[src/rtl/spi_fc_pkg.sv]
package spi_fc_pkg;

  typedef enum logic [2:0] {
    ST_IDLE  = 3'd0,
    ST_SETUP = 3'd1,
    ST_SHIFT = 3'd2,
    ST_HOLD  = 3'd3,
    ST_TRAIL = 3'd4
  } fcState_t;

  // Strobes from control to datapath, all single-cycle.
  typedef struct packed {
    logic load;      // capture transmit byte
    logic csLow;     // assert chip select
    logic csHigh;    // release chip select, park MOSI
    logic rise;      // SCK low -> high
    logic fall;      // SCK high -> low
    logic shiftOut;  // launch next MOSI bit
    logic sampleIn;  // latch one MISO bit
    logic done;      // last MISO bit: publish received byte
  } fcStrobe_t;

endpackage

[src/rtl/spi_fc_ctrl.sv]
module spi_fc_ctrl
  import spi_fc_pkg::*;
#(
  parameter int DIV_HALF = 2,
  parameter int BYTE_W   = 8
) (
  input  logic      clk,
  input  logic      rstN,
  input  logic      start,
  input  logic      holdCs,
  output fcStrobe_t stb,
  output logic      busy
);

  localparam int DIV_W = (DIV_HALF > 1) ? $clog2(DIV_HALF) : 1;
  localparam int BIT_W = $clog2(BYTE_W + 1);
  localparam logic [DIV_W-1:0] DIV_LAST = DIV_W'(DIV_HALF - 1);
  localparam logic [BIT_W-1:0] BIT_LAST = BIT_W'(BYTE_W);

  fcState_t         state, nextState;
  logic [DIV_W-1:0] divCnt;
  logic [BIT_W-1:0] bitCnt;
  logic             sckHigh;
  logic             holdLat;
  logic             trailCnt;
  logic             tick;
  logic             accept;

  assign tick   = (divCnt == DIV_LAST);
  assign accept = start && ((state == ST_IDLE) || (state == ST_HOLD));
  assign busy   = (state == ST_SETUP) || (state == ST_SHIFT) || (state == ST_TRAIL);

  always_comb begin
    nextState = state;
    stb       = '0;
    unique case (state)
      ST_IDLE: begin
        if (start) begin
          stb.load  = 1'b1;
          stb.csLow = 1'b1;
          nextState = ST_SETUP;
        end
      end
      ST_HOLD: begin
        if (start) begin
          stb.load  = 1'b1;
          nextState = ST_SETUP;
        end
      end
      ST_SETUP: begin
        if (tick) begin
          stb.rise     = 1'b1;
          stb.shiftOut = 1'b1;
          nextState    = ST_SHIFT;
        end
      end
      ST_SHIFT: begin
        if (tick) begin
          if (sckHigh) begin
            stb.fall     = 1'b1;
            stb.sampleIn = (bitCnt != '0);
            if (bitCnt == BIT_LAST) begin
              stb.done  = 1'b1;
              nextState = holdLat ? ST_HOLD : ST_TRAIL;
            end
          end else begin
            stb.rise     = 1'b1;
            stb.shiftOut = (bitCnt < BIT_LAST);
          end
        end
      end
      ST_TRAIL: begin
        if (tick && trailCnt) begin
          stb.csHigh = 1'b1;
          nextState  = ST_IDLE;
        end
      end
      default: nextState = ST_IDLE;
    endcase
  end

  always_ff @(posedge clk or negedge rstN) begin
    if (!rstN) begin
      state    <= ST_IDLE;
      divCnt   <= '0;
      bitCnt   <= '0;
      sckHigh  <= 1'b0;
      holdLat  <= 1'b0;
      trailCnt <= 1'b0;
    end else begin
      state <= nextState;

      if ((state == ST_IDLE) || (state == ST_HOLD) || tick) begin
        divCnt <= '0;
      end else begin
        divCnt <= divCnt + 1'b1;
      end

      if (accept) begin
        holdLat <= holdCs;
        bitCnt  <= '0;
      end else if (stb.fall && (bitCnt != BIT_LAST)) begin
        bitCnt <= bitCnt + 1'b1;
      end

      if (stb.rise) begin
        sckHigh <= 1'b1;
      end else if (stb.fall) begin
        sckHigh <= 1'b0;
      end

      if (stb.done) begin
        trailCnt <= 1'b0;
      end else if ((state == ST_TRAIL) && tick) begin
        trailCnt <= 1'b1;
      end
    end
  end

endmodule

[src/rtl/spi_fc_datapath.sv]
module spi_fc_datapath
  import spi_fc_pkg::*;
#(
  parameter int BYTE_W = 8
) (
  input  logic              clk,
  input  logic              rstN,
  input  fcStrobe_t         stb,
  input  logic [BYTE_W-1:0] txByte,
  input  logic              miso,
  output logic [BYTE_W-1:0] rxByte,
  output logic              rxValid,
  output logic              sck,
  output logic              csN,
  output logic              mosi
);

  logic [BYTE_W-1:0] txShift;
  logic [BYTE_W-1:0] rxShift;
  logic [BYTE_W-1:0] rxNext;

  assign rxNext = {rxShift[BYTE_W-2:0], miso};

  always_ff @(posedge clk or negedge rstN) begin
    if (!rstN) begin
      txShift <= '0;
      rxShift <= '0;
      rxByte  <= '0;
      rxValid <= 1'b0;
      sck     <= 1'b0;
      csN     <= 1'b1;
      mosi    <= 1'b0;
    end else begin
      rxValid <= stb.done;

      if (stb.load) begin
        txShift <= txByte;
      end else if (stb.shiftOut) begin
        txShift <= {txShift[BYTE_W-2:0], 1'b0};
      end

      if (stb.shiftOut) begin
        mosi <= txShift[BYTE_W-1];
      end else if (stb.csHigh) begin
        mosi <= 1'b0;
      end

      if (stb.rise) begin
        sck <= 1'b1;
      end else if (stb.fall) begin
        sck <= 1'b0;
      end

      if (stb.csLow) begin
        csN <= 1'b0;
      end else if (stb.csHigh) begin
        csN <= 1'b1;
      end

      if (stb.sampleIn) begin
        rxShift <= rxNext;
      end

      if (stb.done) begin
        rxByte <= rxNext;
      end
    end
  end

endmodule

[src/rtl/spi_fc_host.sv]
module spi_fc_host
  import spi_fc_pkg::*;
#(
  parameter int DIV_HALF = 2,
  parameter int BYTE_W   = 8
) (
  input  logic              clk,
  input  logic              rstN,
  input  logic              start,
  input  logic [BYTE_W-1:0] txByte,
  input  logic              holdCs,
  output logic [BYTE_W-1:0] rxByte,
  output logic              rxValid,
  output logic              busy,
  output logic              sck,
  output logic              csN,
  output logic              mosi,
  input  logic              miso
);

  fcStrobe_t stb;

  spi_fc_ctrl #(
    .DIV_HALF(DIV_HALF),
    .BYTE_W  (BYTE_W)
  ) u_ctrl (
    .clk   (clk),
    .rstN  (rstN),
    .start (start),
    .holdCs(holdCs),
    .stb   (stb),
    .busy  (busy)
  );

  spi_fc_datapath #(
    .BYTE_W(BYTE_W)
  ) u_dp (
    .clk    (clk),
    .rstN   (rstN),
    .stb    (stb),
    .txByte (txByte),
    .miso   (miso),
    .rxByte (rxByte),
    .rxValid(rxValid),
    .sck    (sck),
    .csN    (csN),
    .mosi   (mosi)
  );

endmodule

[config.mk]
export PLATFORM = sky130hd
export DESIGN_NAME = spi_fc_host
export DESIGN_NICKNAME = d
export VERILOG_FILES = /design/src/rtl/spi_fc_pkg.sv /design/src/rtl/spi_fc_ctrl.sv /design/src/rtl/spi_fc_datapath.sv /design/src/rtl/spi_fc_host.sv
export SDC_FILE = /design/constraint.sdc
export NUM_CORES = 1
export LEC_CHECK = 0
export ABC_AREA = 1
export BUFFER_PORTS_ARGS = -buffer_cell sky130_fd_sc_hd__buf_2
export CAP_MARGIN = 0
export CELL_PAD_IN_SITES_DETAIL_PLACEMENT = 1
export CELL_PAD_IN_SITES_GLOBAL_PLACEMENT = 1
export CORE_MARGIN = 2
export CORE_UTILIZATION = 40
export DETAILED_ROUTE_END_ITERATION = 6
export GPL_TIMING_DRIVEN = 0
export HOLD_SLACK_MARGIN = 0.15
export PLACE_DENSITY_LB_ADDON = 0.1
export SKIP_CTS_REPAIR_TIMING = 1
export SLEW_MARGIN = 0
export SYNTH_ARGS = -nofsm -noshare
export SYNTH_HDL_FRONTEND = slang
export SYNTH_SLANG_ARGS = --single-unit
[constraint.sdc]
create_clock -name clk -period 1.8 [get_ports clk]
set_input_delay 0.27 -clock clk [delete_from_list [all_inputs] [get_ports clk]]
set_output_delay 0.27 -clock clk [all_outputs]
set_load 0.01 [all_outputs]
# Word-level counts from Yosys, hierarchy flattened
# Index checks and enable logic that the tools add are counted.
[op_classes]
addsub = 2
n_lt_le_gt_ge = 1
eq_ne = 12
n_mux = 38
n_reduce_logical = 18
[ops]
columns = ["operator", "n"]
rows = [
  ["3-bit two-way mux", 7],
  ["1-bit two-way mux", 19],
  ["8-bit two-way mux", 2],
  ["3-bit case mux with 4 select lines", 1],
  ["2-bit nonzero test", 6],
  ["2-bit by 1-bit inequality test with 1-bit output, second input constant", 5],
  ["4-bit two-way mux", 2],
  ["3-bit by 2-bit equality test with 1-bit output, second input constant", 2],
  ["2-bit two-way mux", 3],
  ["1-bit case mux with 2 select lines", 3],
  ["6-bit AND reduction", 1],
  ["5-bit two-way mux", 1],
  ["4-bit by 1-bit adder with 4-bit output, second input constant", 1],
  ["4-bit equality test, second input constant", 1],
  ["1-bit logical AND", 4],
  ["1-bit logical OR", 4],
  ["4-bit < comparator, second input constant", 1],
  ["4-bit inequality test, second input constant", 1],
  ["4-bit nonzero test", 1],
  ["3-bit by 1-bit equality test with 1-bit output, second input constant", 1],
  ["3-bit equality test, second input constant", 1],
  ["3-bit zero test", 1],
  ["2-bit inequality test, second input constant", 1],
  ["2-bit OR reduction", 1],
  ["1-bit adder, second input constant", 1],
]
[word_totals]
register_bits = 37
input_bits = 13
output_inout_bits = 13
wordCells = 83

# Longest topological paths before layout
[logic_depth]
depth_word = 8
mapped_depth = 9
mapped_depth_nobuf = 9

# Modules after synthesis
# A second synthesis with hierarchy kept.
[unflattened]
cells_unflattened = 211
hier_area_um2 = 1828.0
[modules_own_cells]
columns = ["module", "n_inst", "cells_each", "area_per_inst_um2", "seq_area_each_um2"]
rows = [
  ["spi_fc_datapath", 1, 110, 1058.5, 676.9],
  ["spi_fc_ctrl", 1, 101, 769.5, 275.3],
]

# Least setup slack after synthesis
# Ideal clock, no wire load.
[synth_path]
path_type = "reg-to-reg"
start = "register u_ctrl.bitCnt[0]"
end = "register u_dp.rxByte[0]"
setup_time_ps = 121
arrival_time_ps = 1294
t_required_ps = 1679
slack_ps = 386
stages_incl_launch_ff = 7
path_buffers = 1
synth_period_minus_slack_ps = 1414
cell_sequence = "dfrtp_1 inv_1 ha_1 nand3_2 nor3_4 buf_6 a21oi_1"
[synth_rtl]
columns = ["item", "line_no", "text"]
rows = [
  ["from (decl)", "spi_fc_ctrl.sv:22", "logic [BIT_W-1:0] bitCnt;"],
  ["from (signal assigned)", "spi_fc_ctrl.sv:103", "bitCnt <= bitCnt + 1'b1;"],
  ["to (signal assigned)", "spi_fc_datapath.sv:65", "rxByte <= rxNext;"],
  ["to (decl)", "spi_fc_datapath.sv:11", "output logic [BYTE_W-1:0] rxByte,"],
]

==> run_results.csv <==
group,metric,value,unit
layout,num_antenna_cells,0,
logic_synthesis,syn_avg_cell_area,8.42,um2
sta,worst-slew-pin-transition,836,ps
drt,drtPass1Iterations,4,
global_route,use_met3,0.0342,
pwr,p_leak,1.12,nW
layout,final_common_cell,"nand2_1",
worst_setup_path,start_kind,"register",
global_route,grt_pass1_wl,6960,um
sta,fin_ws,131,ps
floorplan,initial_utilization,0.413,
clock_network,h-tree-depth,2,
worst_setup_path,crit_type,"reg -> reg",
logic_synthesis,synth_seq_cells,37,
worst_setup_path,reg2reg_to,"u_dp.rxByte[0]$_DFFE_PN0P_",
worst_setup_path,crit_arrival,1840,ps
global_route,met1_usage,0.235,
sta,setup_tns,0,ps
clock_network,cts_buffers,5,
sta,slew_headroom,0.443,
global_route,gr-total-overflow,0,
layout,drive_above_1_share,0.197,
global_route,track_usage,0.172,
pwr,peakVddDrop,747,uV
layout,final_cells,296,
drt,drt_wl_total,3880,um
pwr,sw_frac_of_total,0.406,
pwr,intPower,2.05,mW
placed_design,preCtsSetupSlack,120,ps
worst_setup_path,r2r_start,"u_ctrl.bitCnt[0]$_DFFE_PN0P_",
layout,final_core_util,0.481,
logic_synthesis,yosys_warnings,0,
placed_design,gp_congestion,0.765,
sta,holdWs,79.9,ps
logic_synthesis,syn-num-nets,227,
logic_synthesis,yosys.area.top_type,"dfrtp_1",
worst_setup_path,end_kind,"register",
floorplan,die_x,70.8,um
worst_setup_path,rrSetupSlack,130,ps
drt,wire_per_inst,13.1,um
layout,area_delta_synth_final,16.5,%
logic_synthesis,synth-main-ff-cell,"dfrtp_1",
floorplan,core,0.00432,mm2
sta,clock.fmax,599,MHz
logic_synthesis,yosysUniqueCellTypes,26,
sta,finalMaxSlewViolations,0,
clock_network,clk_latency,290,ps
layout,finalNetCount,259,
run,max-cap-violations,0,
logic_synthesis,synth_area_leaders,"dfrtp_1 50%, nand2_1 14%, nand3_1 7.6%",
logic_synthesis,syn_area,0.00178,mm2
outcome,status,"completed",
placed_design,dp_hpwl,2810,um
logic_synthesis,async_flop_share,1.00,
clock_network,cts_buffer_depth,2,
logic_synthesis,yosys.area.top_type_share,0.505,
pwr,clock_power_share,0.202,
sta,fin_crit_sh,0.927,
logic_synthesis,ys_seq_area_frac,0.520,
worst_setup_path,r2r_cells,6,
layout,final_cell_mix,"66 x nand2_1, 36 x dfrtp_1, 27 x nand3_1, 25 x buf_2, 24 x inv_1",
global_route,use_met2,0.278,
drt,drc_errors,0,
worst_setup_path,path_cells,"inv_1 > ha_1 > nand3_2 > nor3_4 > buf_6 > a21oi_1",
sta,hold_violations,0,
clock_network,cts_tree,"done",
floorplan,rows,24,
drt,detail-route-antenna-nets,0,
pwr,p_switching,1.40,mW
drt,vias_per_cell,4.94,
global_route,grt_max_degree,38,
logic_synthesis,syn_inst,212,
floorplan,die-area,0.00501,mm2
pwr,combPwrFrac,0.412,
pwr,power.density,1660,mW/mm2
logic_synthesis,synth_edf_count,0,
global_route,grt_pass1_vias,1531,
hold_path,hp-class,"in -> async",
floorplan,io_pins,26,
clock_network,path_clk_slew,80,ps
sta,skew,6.98,ps
worst_setup_path,crit_fanout,10,
floorplan,die_h,70.8,um
global_route,antenna_found_initial,0,
sta,setup_viol,0,
worst_setup_path,slowest_delay,430,ps
placed_design,port_buffers,25,
sta,rsz0062_at_grt,"no",
worst_setup_path,worst_path_max_delay_cell,"dfrtp_1",
drt,drt_iter0_markers,31,
placed_design,place_inst,289,
clock_network,clkSinkCount,37,
worst_setup_path,required,1970,ps
sta,layout_min_cycle_time,1670,ps
pwr,power_frac_seq,0.387,
drt,vias,1463,
clock_network,cts-root-buf,"clkbuf_8",
global_route,top_usage_layer,"met2",
## cell families (layout without fill, tap and decap cells)
group / after synthesis / count (layout) / synth area share
simple gates: 115 / 115 / 0.295
flops: 37 / 37 / 0.520
buf+inv: 30 / 62 / 0.0820
compound gates: 26 / 26 / 0.0792
fa+ha+maj: 2 / 2 / 0.0140
xor+xnor: 2 / 2 / 0.00982
## metal layers
layer / part of all wire / up-vias
li1: - / 736
met1: 0.51 / 703
met2: 0.46 / 18
met3: 0.022 / 6
met4: 0.012 / 0
met5: 0 / -
## Yosys cell counts (2+ instances only)
cell	number
o21ai_0	13
inv_1	24
o21ai_2	2
ha_1	2
buf_6	4
nand3_1	27
xor2_1	2
nor2_1	11
nand3_2	2
nand2_2	2
dfrtp_1	36
nand2_1	66
a21oi_1	8
## worst max-delay path by stage
stage	start	to	slack, ps	cells after the start
floorplan	u_ctrl.bitCnt[0]$_DFFE_PN0P_	u_dp.rxByte[0]$_DFFE_PN0P_	390	6
global placement	u_ctrl.bitCnt[0]$_DFFE_PN0P_	u_dp.rxByte[6]$_DFFE_PN0P_	140	6
detailed placement	u_ctrl.bitCnt[0]$_DFFE_PN0P_	u_dp.rxByte[0]$_DFFE_PN0P_	120	6
CTS	u_ctrl.bitCnt[0]$_DFFE_PN0P_	u_dp.rxByte[0]$_DFFE_PN0P_	110	6
global route	u_ctrl.bitCnt[0]$_DFFE_PN0P_	u_dp.rxByte[5]$_DFFE_PN0P_	9	6
finish	u_ctrl.bitCnt[0]$_DFFE_PN0P_	u_dp.rxByte[0]$_DFFE_PN0P_	130	6
## registers in the layout, indices dropped and copies added, names as in the netlist
name	cells
u_ctrl.state	3
u_dp.csN	1
u_ctrl.divCnt	1
u_dp.rxValid	1
u_ctrl.bitCnt	4
u_ctrl.holdLat	1
u_ctrl.sckHigh	1
u_dp.txShift	8
u_dp.mosi	1
u_dp.rxByte	8
u_dp.rxShift	7
u_ctrl.trailCnt	1
## critical path, delay by kind of cell, from the launching register on
kind | cells | cell delay, ps
AND/OR/NAND/NOR | 2 | 570
adder cells (fa/ha/maj) | 1 | 200
flip-flops | 1 | 430
buffers and inverters | 2 | 290
AO/OA/AOI/OAI | 1 | 80
## power by group through the flow
| stage | combinational (mW) | clock, mW | sequential, mW |
|---|---|---|---|
| final | 1.42 | 0.696 | 1.33 |
| after global routing | 1.66 | 0.747 | 1.38 |
| after CTS | 1.45 | 0.717 | 1.34 |
| after detailed placement | 1.44 | 0 | 1.35 |
| after global placement | 1.41 | 0 | 1.35 |
| after floorplan | 0.992 | 0 | 1.37 |
## cell type report
cell class | count | area (um2)
fill | 540 | 2250
tap | 52 | 65.1
clock inverter | 2 | 35.0
inverter | 24 | 90.1
timing repair buffer | 25 | 125
multi-input combinational | 145 | 711
sequential | 37 | 927
buffer | 6 | 56.3
clock buffer | 5 | 68.8
## metrics by stage
stage | power [mW] | cell area, um2
2_1_floorplan | 2.36 | 1780
3_3_place_gp | 2.76 | 1970
3_5_place_dp | 2.79 | 1970
4_1_cts | 3.51 | 2080
5_1_grt | 3.79 | 2080
6_report | 3.45 | 2080
(Power assumes the default switching activity.)
